===== src/rtl/booth_pkg.sv =====
package booth_pkg;
  typedef enum logic [1:0] {
    OP_HOLD = 2'b00,
    OP_ADD  = 2'b01,
    OP_SUB  = 2'b10
  } booth_op_e;
endpackage


===== src/rtl/booth_recode.sv =====
module booth_recode
  import booth_pkg::*;
(
  input  logic      cur_bit,
  input  logic      prev_bit,
  output booth_op_e op
);
  // pair (cur,prev): 10 -> subtract, 01 -> add, 00/11 -> nothing
  always_comb begin
    unique case ({cur_bit, prev_bit})
      2'b10:   op = OP_SUB;
      2'b01:   op = OP_ADD;
      default: op = OP_HOLD;
    endcase
  end
endmodule


===== src/rtl/booth_addsub.sv =====
module booth_addsub
  import booth_pkg::*;
#(
  parameter int WIDTH = 16
) (
  input  logic [WIDTH-1:0] acc,
  input  logic [WIDTH-1:0] mcand,
  input  booth_op_e        op,
  output logic [WIDTH:0]   sum
);
  localparam int EXT_W = WIDTH + 1;

  logic [EXT_W-1:0] acc_x;
  logic [EXT_W-1:0] mc_x;

  assign acc_x = {acc[WIDTH-1], acc};
  assign mc_x  = {mcand[WIDTH-1], mcand};

  always_comb begin
    unique case (op)
      OP_ADD:  sum = acc_x + mc_x;
      OP_SUB:  sum = acc_x - mc_x;
      default: sum = acc_x;
    endcase
  end
endmodule


===== src/rtl/booth_seq_ctrl.sv =====
module booth_seq_ctrl #(
  parameter int ITERS = 16
) (
  input  logic clk,
  input  logic rst_n,
  input  logic start,
  output logic load,
  output logic step,
  output logic busy,
  output logic done
);
  localparam int CNT_W = (ITERS > 1) ? $clog2(ITERS) : 1;
  localparam logic [CNT_W-1:0] LAST = CNT_W'(ITERS - 1);

  logic [CNT_W-1:0] cnt_q, cnt_d;
  logic             busy_q, busy_d;
  logic             done_q, done_d;
  logic             last;

  assign load = start & ~busy_q;
  assign step = busy_q;
  assign last = (cnt_q == LAST);

  always_comb begin
    cnt_d  = cnt_q;
    busy_d = busy_q;
    done_d = 1'b0;
    if (busy_q) begin
      cnt_d = cnt_q + 1'b1;
      if (last) begin
        busy_d = 1'b0;
        done_d = 1'b1;
        cnt_d  = '0;
      end
    end else if (load) begin
      busy_d = 1'b1;
      cnt_d  = '0;
    end
  end

  always_ff @(posedge clk or negedge rst_n) begin
    if (!rst_n) begin
      cnt_q  <= '0;
      busy_q <= 1'b0;
      done_q <= 1'b0;
    end else begin
      cnt_q  <= cnt_d;
      busy_q <= busy_d;
      done_q <= done_d;
    end
  end

  assign busy = busy_q;
  assign done = done_q;

  p_done_pulse_r3: assert property (@(posedge clk) disable iff (!rst_n)
    done_q |=> !done_q);
  p_done_idle_r3: assert property (@(posedge clk) disable iff (!rst_n)
    done_q |-> !busy_q);
  p_run_length_r7: assert property (@(posedge clk) disable iff (!rst_n)
    (busy_q && !last) |=> (busy_q && cnt_q == $past(cnt_q) + 1'b1));
  p_finish_r3: assert property (@(posedge clk) disable iff (!rst_n)
    (busy_q && last) |=> (done_q && !busy_q));
endmodule


===== src/rtl/booth_seq_mult.sv =====
module booth_seq_mult
  import booth_pkg::*;
#(
  parameter int WIDTH = 16
) (
  input  logic                 clk,
  input  logic                 rst_n,
  input  logic                 start,
  input  logic [WIDTH-1:0]     mcand,
  input  logic [WIDTH-1:0]     mplier,
  output logic                 busy,
  output logic                 done,
  output logic [2*WIDTH-1:0]   product
);
  localparam int PW = 2 * WIDTH;

  logic [PW-1:0]    prod_q, prod_d;
  logic             prev_q, prev_d;
  logic [WIDTH-1:0] mc_q;
  logic             load, step, reg_en;
  booth_op_e        op;
  logic [WIDTH:0]   sum;

  booth_seq_ctrl #(.ITERS(WIDTH)) u_ctrl (
    .clk  (clk),
    .rst_n(rst_n),
    .start(start),
    .load (load),
    .step (step),
    .busy (busy),
    .done (done)
  );

  booth_recode u_recode (
    .cur_bit (prod_q[0]),
    .prev_bit(prev_q),
    .op      (op)
  );

  booth_addsub #(.WIDTH(WIDTH)) u_addsub (
    .acc  (prod_q[PW-1:WIDTH]),
    .mcand(mc_q),
    .op   (op),
    .sum  (sum)
  );

  assign reg_en = load | step;

  // Arithmetic shift of the (WIDTH+1)-bit sum joined with the lower half.
  always_comb begin
    prod_d = prod_q;
    prev_d = prev_q;
    if (load) begin
      prod_d = {{WIDTH{1'b0}}, mplier};
      prev_d = 1'b0;
    end else if (step) begin
      prod_d = {sum, prod_q[WIDTH-1:1]};
      prev_d = prod_q[0];
    end
  end

  always_ff @(posedge clk or negedge rst_n) begin
    if (!rst_n) begin
      prod_q <= '0;
      prev_q <= 1'b0;
    end else if (reg_en) begin
      prod_q <= prod_d;
      prev_q <= prev_d;
    end
  end

  always_ff @(posedge clk or negedge rst_n) begin
    if (!rst_n) begin
      mc_q <= '0;
    end else if (load) begin
      mc_q <= mcand;
    end
  end

  assign product = prod_q;

  p_load_r2: assert property (@(posedge clk) disable iff (!rst_n)
    (start && !busy) |=> (busy && product == {{WIDTH{1'b0}}, $past(mplier)}));
  p_hold_r8: assert property (@(posedge clk) disable iff (!rst_n)
    (!busy && !start) |=> $stable(product));
  p_quiet_pair_r5: assert property (@(posedge clk) disable iff (!rst_n)
    (busy && (product[0] == prev_q)) |=>
      (product == PW'($signed($past(product)) >>> 1)));
  p_ignore_start_r7: assert property (@(posedge clk) disable iff (!rst_n)
    (busy && start) |=> $stable(mc_q));
endmodule


===== config.mk =====
export PLATFORM = sky130hd
export DESIGN_NAME = booth_seq_mult
export DESIGN_NICKNAME = d
export VERILOG_FILES = /design/src/rtl/booth_pkg.sv /design/src/rtl/booth_recode.sv /design/src/rtl/booth_addsub.sv /design/src/rtl/booth_seq_ctrl.sv /design/src/rtl/booth_seq_mult.sv
export SDC_FILE = /design/constraint.sdc
export NUM_CORES = 1
export LEC_CHECK = 0
export BUFFER_PORTS_ARGS = -buffer_cell sky130_fd_sc_hd__buf_2
export CAP_MARGIN = 10
export CORE_UTILIZATION = 44
export DETAILED_ROUTE_END_ITERATION = 12
export GPL_TIMING_DRIVEN = 0
export PLACE_DENSITY = 0.66
export RECOVER_POWER = 100
export SYNTH_ARGS = -nofsm -noshare
export SYNTH_HDL_FRONTEND = slang
export SYNTH_SLANG_ARGS = --single-unit

===== constraint.sdc =====
create_clock -name clk -period 3.45 [get_ports clk]
set_clock_uncertainty 0.2 [all_clocks]
set_input_delay 0.69 -clock clk [delete_from_list [all_inputs] [get_ports clk]]
set_output_delay 0.69 -clock clk [all_outputs]
set_load 0.02 [all_outputs]

======== Word level (Yosys, flattened, before mapping) ========
Index checks and enable logic that the tools add are counted.
operators by class
  add/sub/neg operators ................... 3
  equal/unequal tests ..................... 5
  mux-type cells .......................... 14
  bitwise gates (word level) .............. 3
  reductions and logical operators ........ 4
operator list
  cell                                                                    count
  32-bit 2-to-1 mux                                                       2
  17-bit one-hot mux with 2 select lines                                  1
  16-bit by 16-bit adder with 17-bit output                               1
  16-bit by 16-bit subtractor with 17-bit output                          1
  4-bit 2-to-1 mux                                                        3
  1-bit 2-to-1 mux                                                        7
  4-bit by 1-bit adder with 4-bit output (second input constant)          1
  2-bit by 1-bit equality test with 1-bit output (second input constant)  2
  2-bit equality test (second input constant)                             2
  4-bit equality test (second input constant)                             1
  2-bit one-hot mux with 2 select lines                                   1
  3-bit AND reduction                                                     1
  3-bit nonzero test                                                      1
  2-bit AND reduction                                                     1
  2-bit nonzero test                                                      1
  1-bit bitwise AND                                                       1
  1-bit NOT                                                               1
  1-bit OR                                                                1
word-level totals
  flip-flop bits (word level) ............. 55
  bits of input ports ..................... 35
  output and inout port bits .............. 34
  word-level logic and storage cells ...... 36

======== Depth between registers and ports, before layout ========
Gate-level depths: netlist (run 1).
  word-level depth ........................ 6
  depth in mapped cells ................... 14
  gate-level depth less buffers ........... 14

======== Hierarchy ========
From an unflattened synthesis (run 1), not the netlist that was laid out.
unflattened totals
  cell total of the unflattened synthesis .. 399
  area total of the unflattened synthesis .. 3803.6 sq um
modules (own cells, without submodules)
  module          times used  cells each  area each (sq um)  seq. area each (sq um)
  booth_seq_mult  1           158         2097.0             1226.2
  booth_addsub    1           210         1393.8             0.0
  booth_seq_ctrl  1           29          297.8              150.1
  booth_recode    1           2           15.0               0.0

======== Least setup slack after synthesis (run 1) ========
No wires, ideal clock.
  kind .................................... register -> register
  start point ............................. reg mc_q[0]
  end point ............................... reg prod_q[30] (netlist: product[30])
  library setup time ...................... 130 ps
  arrival time ............................ 2771 ps
  required time ........................... 3120 ps
  path slack .............................. 349 ps
  cell stages (with the launch flop) ...... 14
  path buffers ............................ 0
  clock period less this slack ............ 3101 ps
  cell sequence ........................... dfrtp_1 -> inv_1 -> ha_1 -> or3b_1 -> nor4_4 -> a21oi_1 -> xnor2_1 -> ha_1 -> a21o_1 -> o21bai_1 -> a221o_1 -> a21o_1 -> xnor2_1 -> o21ai_0
on the way
  longest elaborated chain between the ends .. 4
  elaborated cells on any way between the ends .. 5
  those cells by class .................... 2 x add/sub; 3 x mux
RTL lines
  element                                                                                                      line                                    RTL
  start, declared                                                                                              booth_seq_mult.sv:19                    logic [WIDTH-1:0] mc_q;
  start signal, assigned                                                                                       booth_seq_mult.sv:76                    mc_q <= mcand;
  16-bit by 16-bit subtractor with 17-bit output or 16-bit by 16-bit adder with 17-bit output (tied branches)  booth_addsub.sv:22, booth_addsub.sv:21
  17-bit one-hot mux with 2 select lines *                                                                     booth_addsub.sv:20                      unique case (op)
  32-bit 2-to-1 mux *                                                                                          booth_seq_mult.sv:56                    end else if (step) begin
  32-bit 2-to-1 mux *                                                                                          booth_seq_mult.sv:53                    if (load) begin
  end signal, assigned                                                                                         booth_seq_mult.sv:67                    prod_q <= prod_d;
  end, declared                                                                                                booth_seq_mult.sv:17                    logic [PW-1:0] prod_q, prod_d;
Mark *: on every way between the ends. The rest lies on a longest branch, timed or not. The select of a mux whose other input is x is not followed.
A chain may end at the register's enable or synchronous reset.

======== Worst setup path in the final report (run 1) ========
  start point ............................. reg mc_q[1]
  end point ............................... reg prod_q[30] (netlist: product[30])
Same word-level chain as after synthesis.

==> metrics.md, run 1 <==
| Metric | Value |
|---|---|
| Core footprint | 7408 um^2 |
| All-Layer GR Usage | 19.82% |
| CTS H-tree depth | 2 |
| Fill cell count | 723 |
| EDFF count, synth | 0 |
| Initial DRC count | 124 |
| CTS tree | yes |
| Pin count of the biggest net entering global routing | 56 |
| Worst Hold Path Cells | 2 |
| Clock Path Buffers | 2 |
| Worst min path class | reg -> reg |
| Clock Sinks | 55 |
| RSZ-0062 raised after global routing | true |
| Clk_lat worst skew | 310 ps |
| Yosys cell types | 49 |
| Worst R2R Path Depth | 13 |
| Crit Path Max Fanout | 5 |
| Routed Antenna Nets | 0 |
| Met3 Routed Length | 407 um |
| Commonest non-fill, non-tap cell in the layout | dfrtp_1 |
| Die Y | 90.51 um |
| Total CTS buffers | 5 |
| Top Metal Used | met4 |
| Routed WL | 7.851 mm |
| Hold Path End | product[14] |
| DP HPWL | 5.923 mm |
| Final Hold Fails | 0 |
| Ys async rst share | 100.0% |
| Via count | 2,895 |
| Fin worst setup slack | 172.8 ps |
| Post-Synthesis Cells | 362 |
| First-pass GRT wire length | 13.17 mm |
| Final instance area | 4076 um^2 |
| FF-to-FF Start | mc_q[1] |
| Syn avg cell area | 9.522 um^2 |
| Number of global-route vias before repair | 2,830 |
| Hold-fix buffers, CTS | 0 |
| DRC Markers | 0 |
| Clock transition at path regs | 100 ps |
| TritonRoute pass-1 iters | 4 |
| Routed WL per cell | 14.51 um |
| Worst Path Required | 3450 ps |
| Min-Delay Startpoint | product[15] |
| Via/cell ratio | 5.351 |
| Total grt overflow | 0 |
| Commonest cells after routing, fill and taps aside | dfrtp_1, clkbuf_1, nand2_1 |
| Max_cap viols | 0 |
| Die width | 90.51 um |
| Synth Flop Type | dfrtp_1 |
| Setup TNS | 0 ps |
| Sequential-to-total area share from yosys stat | 39.93% |
| Worst Tran Pin Value | 1378 ps |
| Pins over their slew limit | 0 |
| Post-Syn Area | 3447 um^2 |
| Storage cell area | 1378 um^2 |
| P&R area growth vs syn | 18.26% |
| Met2 Routed Length | 3.646 mm |
| Share of layout cells above drive strength 1 | 18.10% |
| Worst setup SP type | flip-flop |
| Status | complete, no violations |
| Post-Place Setup Slack | -224.2 ps |
| Placed cell area | 3906 um^2 |
| Initial Utilization | 46.53% |
| Upper clock frequency limit | 305.1 MHz |
| Area occupied by multi-input gates | 2002 um^2 |
| WL met1 | 3.713 mm |
| Endpoint class of the critical path | flip-flop |
| Initial antenna violation count | 0 |
| Syn_nets | 418 |
| Period utilization | 94.99% |
| Ys Warns | 0 |
| FF+latch count, synth | 55 |
| Die Area | 8192 um^2 |
| Crit path kind | reg -> reg |
| Slew margin rel. | 8.142% |
| Setup violations, final | 0 |
| R2r endpoint | product[30] |
| WP data arrival | 3280 ps |
| Fin crit period | 3277 ps |
| FP Rows | 31 |
| Buffers on Ports | 67 |
| Io pins | 69 |
| Worst reg-to-reg setup slack | 170 ps |
| GPL Wtd Cong | 0.8618 |
| Root Buffer | clkbuf_8 |
| Antenna diode count | 0 |
| NumNets Final | 498 |
## metrics by stage
step | instances | hold WS (ps) | util [%]
6_report | 541 | 311.0 | 55.02
4_1_cts | 533 | 312.7 | 54.10
5_1_grt | 541 | 354.5 | 55.02
3_5_place_dp | 528 | 286.2 | 52.73
2_1_floorplan | 362 | 194.4 | -
3_3_place_gp | 528 | 283.9 | 52.73
## routing by layer
layer	track usage, %	vias to the layer above
li1	-	1454
met5	0	-
met3	3.030	8
met2	34.03	73
met4	5.108	0
met1	26.01	1360
## layout make-up
type | instances | share of cell area (%)
repair buffers | 75 | 8.686
clock inverters | 2 | 0.9208
plain buffers | 17 | 1.657
clock buffers | 5 | 1.688
multi-input cells | 276 | 49.11
flip-flops and latches | 55 | 33.79
well taps | 99 | 3.039
inverters | 12 | 1.105
## repair_timing
action | 4_1_cts | 5_1_grt
pin swaps | 0 | 8
gates resized for setup | 1 | 13
buffers inserted | 0 | 8
setup endpoints to repair | 8 | 6
## flip-flops by register name, indices dropped and copies added (netlist names)
signal        cells
u_ctrl.done       1
u_ctrl.busy       1
u_ctrl.cnt_q      4
product          32
mc_q             16
prev_q            1
## kinds of logic after synthesis
group	after synthesis	synth area share, %
AOI/OAI and AO/OA	105	19.27
xor gates and xnor gates	29	7.369
adders and majority gates	21	7.840
buffers and inverters	31	3.521
and+or+nand+nor	91	12.81
muxes	30	9.256
DFF	55	39.93
## Yosys cell counts, types with 2 or more instances
library cell | n | area share (%)
xor2_1 | 8 | 2.0
buf_1 | 2 | 0.22
mux2_2 | 15 | 4.9
a22o_1 | 9 | 2.3
o21bai_1 | 2 | 0.44
a31oi_1 | 2 | 0.36
a21o_1 | 4 | 0.87
nand2_1 | 39 | 4.2
nand2b_1 | 7 | 1.3
nor3b_1 | 2 | 0.44
o21a_1 | 3 | 0.65
nor2b_1 | 3 | 0.54
a21oi_1 | 21 | 3.0
a32oi_1 | 7 | 1.8
inv_1 | 12 | 1.3
o21ai_0 | 39 | 5.7
nor3_1 | 7 | 1.0
clkbuf_1 | 15 | 1.6
nand3_1 | 2 | 0.29
dfrtp_1 | 55 | 40
nor2_1 | 21 | 2.3
o31ai_1 | 3 | 0.65
xnor2_1 | 21 | 5.3
o21ai_1 | 2 | 0.29
ha_1 | 20 | 7.3
mux2i_1 | 15 | 4.4
nand4_1 | 3 | 0.54
a211oi_1 | 2 | 0.44
## worst max-delay path, stage by stage, from the launching register on
cell and delay (ps):
dfrtp_1 420, inv_2 90, ha_4 130, or3b_4 400, nor4_4 270, a21oi_2 90
xnor2_1 140, ha_1 370, a21o_1 220, o21bai_4 170, a221o_1 290, a21o_1 160
xnor2_1 150, o21ai_1 70
## worst max path at each step
stage                          start     endpoint  slack, ps
after detailed placement  product[0]  product[31]       -220
after floorplan              mc_q[0]  product[30]        350
after global placement        prev_q  product[30]       -160
after global routing         mc_q[1]  product[28]        -20
after CTS                    mc_q[0]  product[30]         40
final                        mc_q[1]  product[30]        170
Power of run 1 is left out: the tool's default activity adds up to more than one toggle a clock period on the data nets, which glitch-free logic cannot reach.
==> run 2, diff against run 1 <==
--- a/config.mk
+++ b/config.mk
@@ -10,8 +10,9 @@
 export CORE_UTILIZATION = 44
 export DETAILED_ROUTE_END_ITERATION = 12
 export GPL_TIMING_DRIVEN = 0
-export PLACE_DENSITY = 0.66
+export PLACE_DENSITY = 0.68
 export RECOVER_POWER = 100
 export SYNTH_ARGS = -nofsm -noshare
 export SYNTH_HDL_FRONTEND = slang
+export SYNTH_HIERARCHICAL = 1
 export SYNTH_SLANG_ARGS = --single-unit
==> constraint.sdc (replaced) <==
create_clock -name clk -period 2.8 [get_ports clk]
set_clock_uncertainty 0.2 [all_clocks]
set_input_delay 0.56 -clock clk [delete_from_list [all_inputs] [get_ports clk]]
set_output_delay 0.56 -clock clk [all_outputs]
set_load 0.02 [all_outputs]
==> metrics.md, run 2 <==
| Metric | Value |
|---|---|
| Initial Utilization | 45.83% (was 46.53%) |
| Total grt overflow | 0 (unchanged) |
| Min-Delay Startpoint | mplier[4] (was product[15]) |
| Routed WL per cell | 16.29 um (was 14.51 um) |
| Top post-synthesis cells by count | dfrtp_1, nor2_1, nand2_1, mux2i_1 (was dfrtp_1, nand2_1, o21ai_0) |
| Total CTS buffers | 5 (unchanged) |
| Io pins | 69 (unchanged) |
| Setup violations, final | 12 (was 0) |
| Placed cell count | 572 (was 528) |
| Clock Sinks | 55 (unchanged) |
| Ys Warns | 6 (was 0) |
| Non-filler instance count after layout | 613 (was 541) |
| EDFF count, synth | 0 (unchanged) |
| TritonRoute pass-1 iters | 5 (was 4) |
| Failing checks | setup timing |
| Core footprint | 8299 um^2 (was 7408 um^2) |
| Synth top area cells | dfrtp_1, mux2i_1, ha_1 (was dfrtp_1, ha_1, o21ai_0) |
| Leading area contributor after synthesis | dfrtp_1 (unchanged) |
| DRC Markers | 0 (unchanged) |
| Worst Path Required | 2800 ps (was 3450 ps) |
| FF-to-FF Start | mc_q[5] (was mc_q[1]) |
| Syn avg cell area | 9.533 um^2 (was 9.522 um^2) |
| R2r endpoint | product[31] (was product[30]) |
| Ys async rst share | 100.0% (unchanged) |
| Worst Tran Pin Value | 1366 ps (was 1378 ps) |
| Synth Flop Type | dfrtp_1 (unchanged) |
| Commonest non-fill, non-tap cell in the layout | dfrtp_1 (unchanged) |
| Hold Path End | product[4] (was product[14]) |
| Post-Synthesis Cells | 399 (was 362) |
| Worst min path class | in -> reg (was reg -> reg) |
| Fin worst setup slack | -749.5 ps (was 172.8 ps) |
| Cell at the slowest stage of the critical path | or4_4 (was dfrtp_1) |
| Sequential-to-total area share from yosys stat | 36.18% (was 39.93%) |
| NumNets Final | 562 (was 498) |
| Via count | 3,429 (was 2,895) |
| Top-area cell type share of the netlist area | 36.18% (was 39.93%) |
| Initial antenna violation count | 0 (unchanged) |
| Syn_nets | 454 (was 418) |
| Pins over their slew limit | 0 (unchanged) |
| Die Y | 94.98 um (was 90.51 um) |
| Worst R2R Path Depth | 15 (was 13) |
| Slew margin rel. | 8.937% (was 8.142%) |
| Routed WL | 9.984 mm (was 7.851 mm) |
| Number of global-route vias before repair | 3,369 (was 2,830) |
| Buffers on Ports | 68 (was 67) |
| Clock transition at path regs | 110 ps (was 100 ps) |
| P&R area growth vs syn | 30.36% (was 18.26%) |
| Worst Hold Path Cells | 3 (was 2) |
| Yosys cell types | 57 (was 49) |
| Max FFs per register | 32 (unchanged) |
| Final Hold Fails | 0 (unchanged) |
| Root Buffer | clkbuf_8 (unchanged) |
| RSZ-0062 raised after global routing | true (unchanged) |
| Die Area | 9020 um^2 (was 8192 um^2) |
| Max_cap viols | 0 (unchanged) |
| FP Rows | 33 (was 31) |
| Worst reg-to-reg setup slack | -750 ps (was 170 ps) |
| Antenna diode count | 0 (unchanged) |
| Die width | 94.98 um (was 90.51 um) |
| Crit path kind | reg -> reg (unchanged) |
| Upper clock frequency limit | 281.7 MHz (was 305.1 MHz) |
| Status | complete, but fails checks (was complete, no violations) |
| Top-count cell post-synth | dfrtp_1 (unchanged) |
| All-Layer GR Usage | 22.23% (was 19.82%) |
| Endpoint class of the critical path | flip-flop (unchanged) |
| CTS tree | yes (unchanged) |
| Post-Syn Area | 3804 um^2 (was 3447 um^2) |
| Period utilization | 126.8% (was 94.99%) |
| DP HPWL | 6.699 mm (was 5.923 mm) |
| FF+latch count, synth | 55 (unchanged) |
| Worst path max stage delay | 570 ps (was 420 ps) |
| Routed Antenna Nets | 0 (unchanged) |
| Worst setup SP type | flip-flop (unchanged) |
| Crit Path Max Fanout | 5 (unchanged) |
| Fin crit period | 3549 ps (was 3277 ps) |
| CTS H-tree depth | 2 (unchanged) |
| WP data arrival | 3550 ps (was 3280 ps) |
| Pin count of the biggest net entering global routing | 56 (unchanged) |
| Clock Path Buffers | 2 (unchanged) |
| Share of layout cells above drive strength 1 | 32.28% (was 18.10%) |
| Clk_lat worst skew | 310 ps (about the same) |
| Commonest cells after routing, fill and taps aside | dfrtp_1, clkbuf_1, buf_2 (was dfrtp_1, clkbuf_1, nand2_1) |
| Initial DRC count | 220 (was 124) |
| First-pass GRT wire length | 15.62 mm (was 13.17 mm) |
| GPL Wtd Cong | 0.8809 (was 0.8618) |
| Via/cell ratio | 5.594 (was 5.351) |
| Critical-path cell list | or4_4 -> buf_6 -> buf_6 -> nor3_2 -> nor2_1 -> xnor2_1 -> ha_2 -> nand2_1 -> o21a_1 -> o21a_1 -> o31a_1 -> mux2_4 -> xor2_1 -> mux2i_1 -> nor2_1 (was inv_2 -> ha_4 -> or3b_4 -> nor4_4 -> a21oi_2 -> xnor2_1 -> ha_1 -> a21o_1 -> o21bai_4 -> a221o_1 -> a21o_1 -> xnor2_1 -> o21ai_1) |
-- run 2: cell type report --
| class | instances | area [um^2] |
|---|---|---|
| fill | 696 | 3341 |
| tap | 105 | 131.4 |
| multi-input combinational | 306 | 2521 |
| inverter | 16 | 60.06 |
| sequential | 55 | 1381 |
| clock inverter | 3 | 27.53 |
| timing repair buffer | 105 | 599.3 |
| clock buffer | 5 | 68.82 |
| buffer | 18 | 168.9 |
-- run 2: logic make-up (layout without fill, tap and decap cells) --
| kind of cell | count (synthesis) | count (layout) | share of synthesized area (%) |
|---|---|---|---|
| compound gates | 95 | 95 | 15.36 |
| xor+xnor | 24 | 24 | 5.526 |
| fa+ha+maj | 20 | 20 | 6.776 |
| buf+inv | 38 | 147 | 6.119 |
| flops | 55 | 55 | 36.18 |
| mux | 53 | 53 | 15.53 |
| simple gates | 114 | 114 | 14.51 |
-- run 2: per-stage QoR --
step	hold WS [ps]	worst slack (ps)	util [%]	cell area, um^2	setup TNS, ps
4_1_cts	241.3	-814.5	58.34	4842	-5841
2_1_floorplan	64.41	-573.9	-	3961	-3172
3_3_place_gp	286.3	-918.7	53.41	4433	-6552
5_1_grt	239.6	-933.0	59.75	4959	-7658
3_5_place_dp	293.8	-942.8	53.41	4433	-6817
6_report	249.6	-749.5	59.75	4959	-5485
-- run 2: repair_timing --
action / 4_1_cts / 5_1_grt
hold buffers: 0 / 0
pin swaps: 33 / 31
buffers inserted: 28 / 9
gates resized for setup: 32 / 32
setup endpoints to repair: 13 / 15
-- run 2: routing by layer --
layer	global-route usage (%)	vias to the layer above	wire, um
li1	-	1643	-
met1	27.97	1654	4257
met2	37.89	106	4988
met3	4.267	26	467
met4	7.702	0	271
met5	0	-	0
-- run 2: worst max-delay path by stage --
stage             from          end  slack (ps)  depth (start not counted)
6_report       mc_q[5]  product[31]        -750                         15
4_1_cts        mc_q[3]  product[31]        -810                         14
3_5_place_dp   mc_q[5]  product[31]        -940                         14
3_3_place_gp   mc_q[5]  product[31]        -920                         14
2_1_floorplan  mc_q[5]  product[31]        -570                         14
5_1_grt        mc_q[3]  product[31]        -930                         14
-- run 2: worst max-delay path: cells and delay by family, from the launching register on --
family / cells / cell delay [ps]
XOR/XNOR: 2 / 430
AO/OA/AOI/OAI: 3 / 420
adder cells (fa/ha/maj): 1 / 360
AND/OR/NAND/NOR: 5 / 930
buffers and inverters: 2 / 260
multiplexers: 2 / 450
flip-flops: 1 / 400
Power of run 2 is left out for the same reason.
==> run 3, diff against run 2 <==
--- a/config.mk
+++ b/config.mk
@@ -7,6 +7,7 @@
 export LEC_CHECK = 0
 export BUFFER_PORTS_ARGS = -buffer_cell sky130_fd_sc_hd__buf_2
 export CAP_MARGIN = 10
+export CORE_MARGIN = 4
 export CORE_UTILIZATION = 44
 export DETAILED_ROUTE_END_ITERATION = 12
 export GPL_TIMING_DRIVEN = 0
==> metrics.md, run 3 (synthesis results as in run 2) <==
| Metric | Value |
|---|---|
| Status | complete, but fails checks (unchanged) |
| Failing checks | setup timing (unchanged) |
| Worst Path Required | 2810 ps (was 2800 ps) |
| Number of global-route vias before repair | 3,424 (was 3,369) |
| Initial antenna violation count | 0 (unchanged) |
| Io pins | 69 (unchanged) |
| Crit Path Max Fanout | 5 (unchanged) |
| RSZ-0062 raised after global routing | true (unchanged) |
| Worst Hold Path Cells | 3 (unchanged) |
| Setup TNS | -5874 ps (was -5485 ps) |
| Antenna diode count | 0 (unchanged) |
| Worst Tran Pin Value | 1387 ps (was 1366 ps) |
| Worst setup SP type | flip-flop (unchanged) |
| Die Area | 10,200 um^2 (was 9020 um^2) |
| Crit path kind | reg -> reg (unchanged) |
| All-Layer GR Usage | 19.83% (was 22.23%) |
| FP Rows | 33 (unchanged) |
| Worst R2R Path Depth | 14 (was 15) |
| Period utilization | 126.5% (was 126.8%) |
| Core footprint | 8299 um^2 (unchanged) |
| Fin crit period | 3541 ps (was 3549 ps) |
| Endpoint class of the critical path | flip-flop (unchanged) |
| Final Hold Fails | 0 (unchanged) |
| GPL Wtd Cong | 0.8409 (was 0.8809) |
| Buffers on Ports | 68 (unchanged) |
| Share of layout cells above drive strength 1 | 41.99% (was 32.28%) |
| Clock transition at path regs | 110 ps (about the same) |
| Via count | 3,432 (was 3,429) |
| CTS tree | yes (unchanged) |
| Via/cell ratio | 5.562 (was 5.594) |
| DP HPWL | 6.860 mm (was 6.699 mm) |
| Storage cell area | 1379 um^2 (was 1381 um^2) |
| Slew margin rel. | 7.552% (was 8.937%) |
| Die Y | 101.0 um (was 94.98 um) |
| Hold-fix buffers, CTS | 0 (unchanged) |
| Routed Antenna Nets | 0 (unchanged) |
| P&R area growth vs syn | 33.52% (was 30.36%) |
| Routed WL per cell | 16.43 um (was 16.29 um) |
| Fin worst setup slack | -740.6 ps (was -749.5 ps) |
| First-pass GRT wire length | 16.39 mm (was 15.62 mm) |
| Hold Slack | 246.4 ps (was 249.6 ps) |
| Initial Utilization | 45.83% (unchanged) |
| DRC Markers | 0 (unchanged) |
| Fill cell count | 673 (was 696) |
| Max_cap viols | 0 (unchanged) |
| Clock Sinks | 55 (unchanged) |
| Max FFs per register | 32 (unchanged) |
| Total CTS buffers | 5 (unchanged) |
| Root Buffer | clkbuf_8 (unchanged) |
| Area occupied by multi-input gates | 2547 um^2 (was 2521 um^2) |
| Die width | 101.0 um (was 94.98 um) |
| WP data arrival | 3550 ps (about the same) |
| Pin count of the biggest net entering global routing | 56 (unchanged) |
| Commonest non-fill, non-tap cell in the layout | buf_2 (was dfrtp_1) |
| Worst min path class | in -> reg (unchanged) |
| Clk_lat worst skew | 310 ps (about the same) |
| Upper clock frequency limit | 282.4 MHz (was 281.7 MHz) |
| Total grt overflow | 0 (unchanged) |
| Setup violations, final | 12 (unchanged) |
| Clock Path Buffers | 2 (unchanged) |
| NumNets Final | 566 (was 562) |
| Routed WL | 10.14 mm (was 9.984 mm) |
| Commonest cells after routing, fill and taps aside | buf_2, dfrtp_1, mux2i_1, nor2_1, nand2_1 (was dfrtp_1, clkbuf_1, buf_2) |
| Initial DRC count | 172 (was 220) |
| CTS H-tree depth | 2 (unchanged) |
| Pins over their slew limit | 0 (unchanged) |
| TritonRoute pass-1 iters | 5 (unchanged) |
run 3: changes by cell type in the layout (fill, tap and decap cells not counted), moves of 3 or more:
cell | previous run | this run
o21ai_1 | 8 | 12
o21ai_0 | 24 | 21
clkbuf_1 | 39 | 6
ha_2 | 3 | 7
mux2_1 | 9 | 0
mux2_4 | 2 | 11
buf_4 | 32 | 28
buf_6 | 9 | 15
buf_2 | 37 | 69
run 3: repair_timing:
item | CTS | global route
setup endpoints to repair | 13 | 15
gates cloned | 0 | 0
pin swaps | 42 | 27
setup buffers | 29 | 11
gates resized for setup | 34 | 37
run 3: per-layer routing:
metal,wire (um),global-route usage [%]
met1,4521,26.22
met2,4917,33.32
met3,559,3.875
met4,138,5.010
met5,0,0
run 3: critical path, cell delays in order (launching register included):
cell	delay (ps)
dfrtp_1	400
or4_4	570
buf_6	150
nor4_4	320
nor2_1	110
xnor2_1	230
ha_2	290
a21oi_4	70
o31a_1	230
o21a_1	100
o31a_1	110
mux2_4	310
xor2_1	140
mux2i_1	140
nor2_1	60
run 3: stage by stage:
step,instances,setup slack (ps),util [%],cell area [um^2]
floorplan,399,-573.9,-,3961
global placement,572,-869.5,53.41,4433
detailed placement,572,-918.1,53.41,4433
CTS,606,-800.4,58.51,4856
global route,617,-948.8,61.19,5079
finish,617,-740.6,61.19,5079
run 3: worst paths after layout:
kind / endpoint / slack [ps] / startpoint
worst min-delay path: product[10] / 250 / mplier[10]
worst max register to register: product[31] / -740 / mc_q[5]
max in group asynchronous: product[0] / 1140 / rst_n
worst min register to register: u_ctrl/cnt_q[3] / 330 / u_ctrl/cnt_q[3]
worst max-delay path: product[31] / -740 / mc_q[5]
min in group asynchronous: product[7] / 350 / rst_n
run 3: cell type report:
class	instances	share of cell area [%]
inverters	16	1.183
flip-flops and latches	55	27.15
repair buffers	108	13.40
plain buffers	19	3.622
clock inverters	3	0.5420
multi-input cells	306	50.16
well taps	105	2.587
clock buffers	5	1.355
Power of run 3 is left out for the same reason.
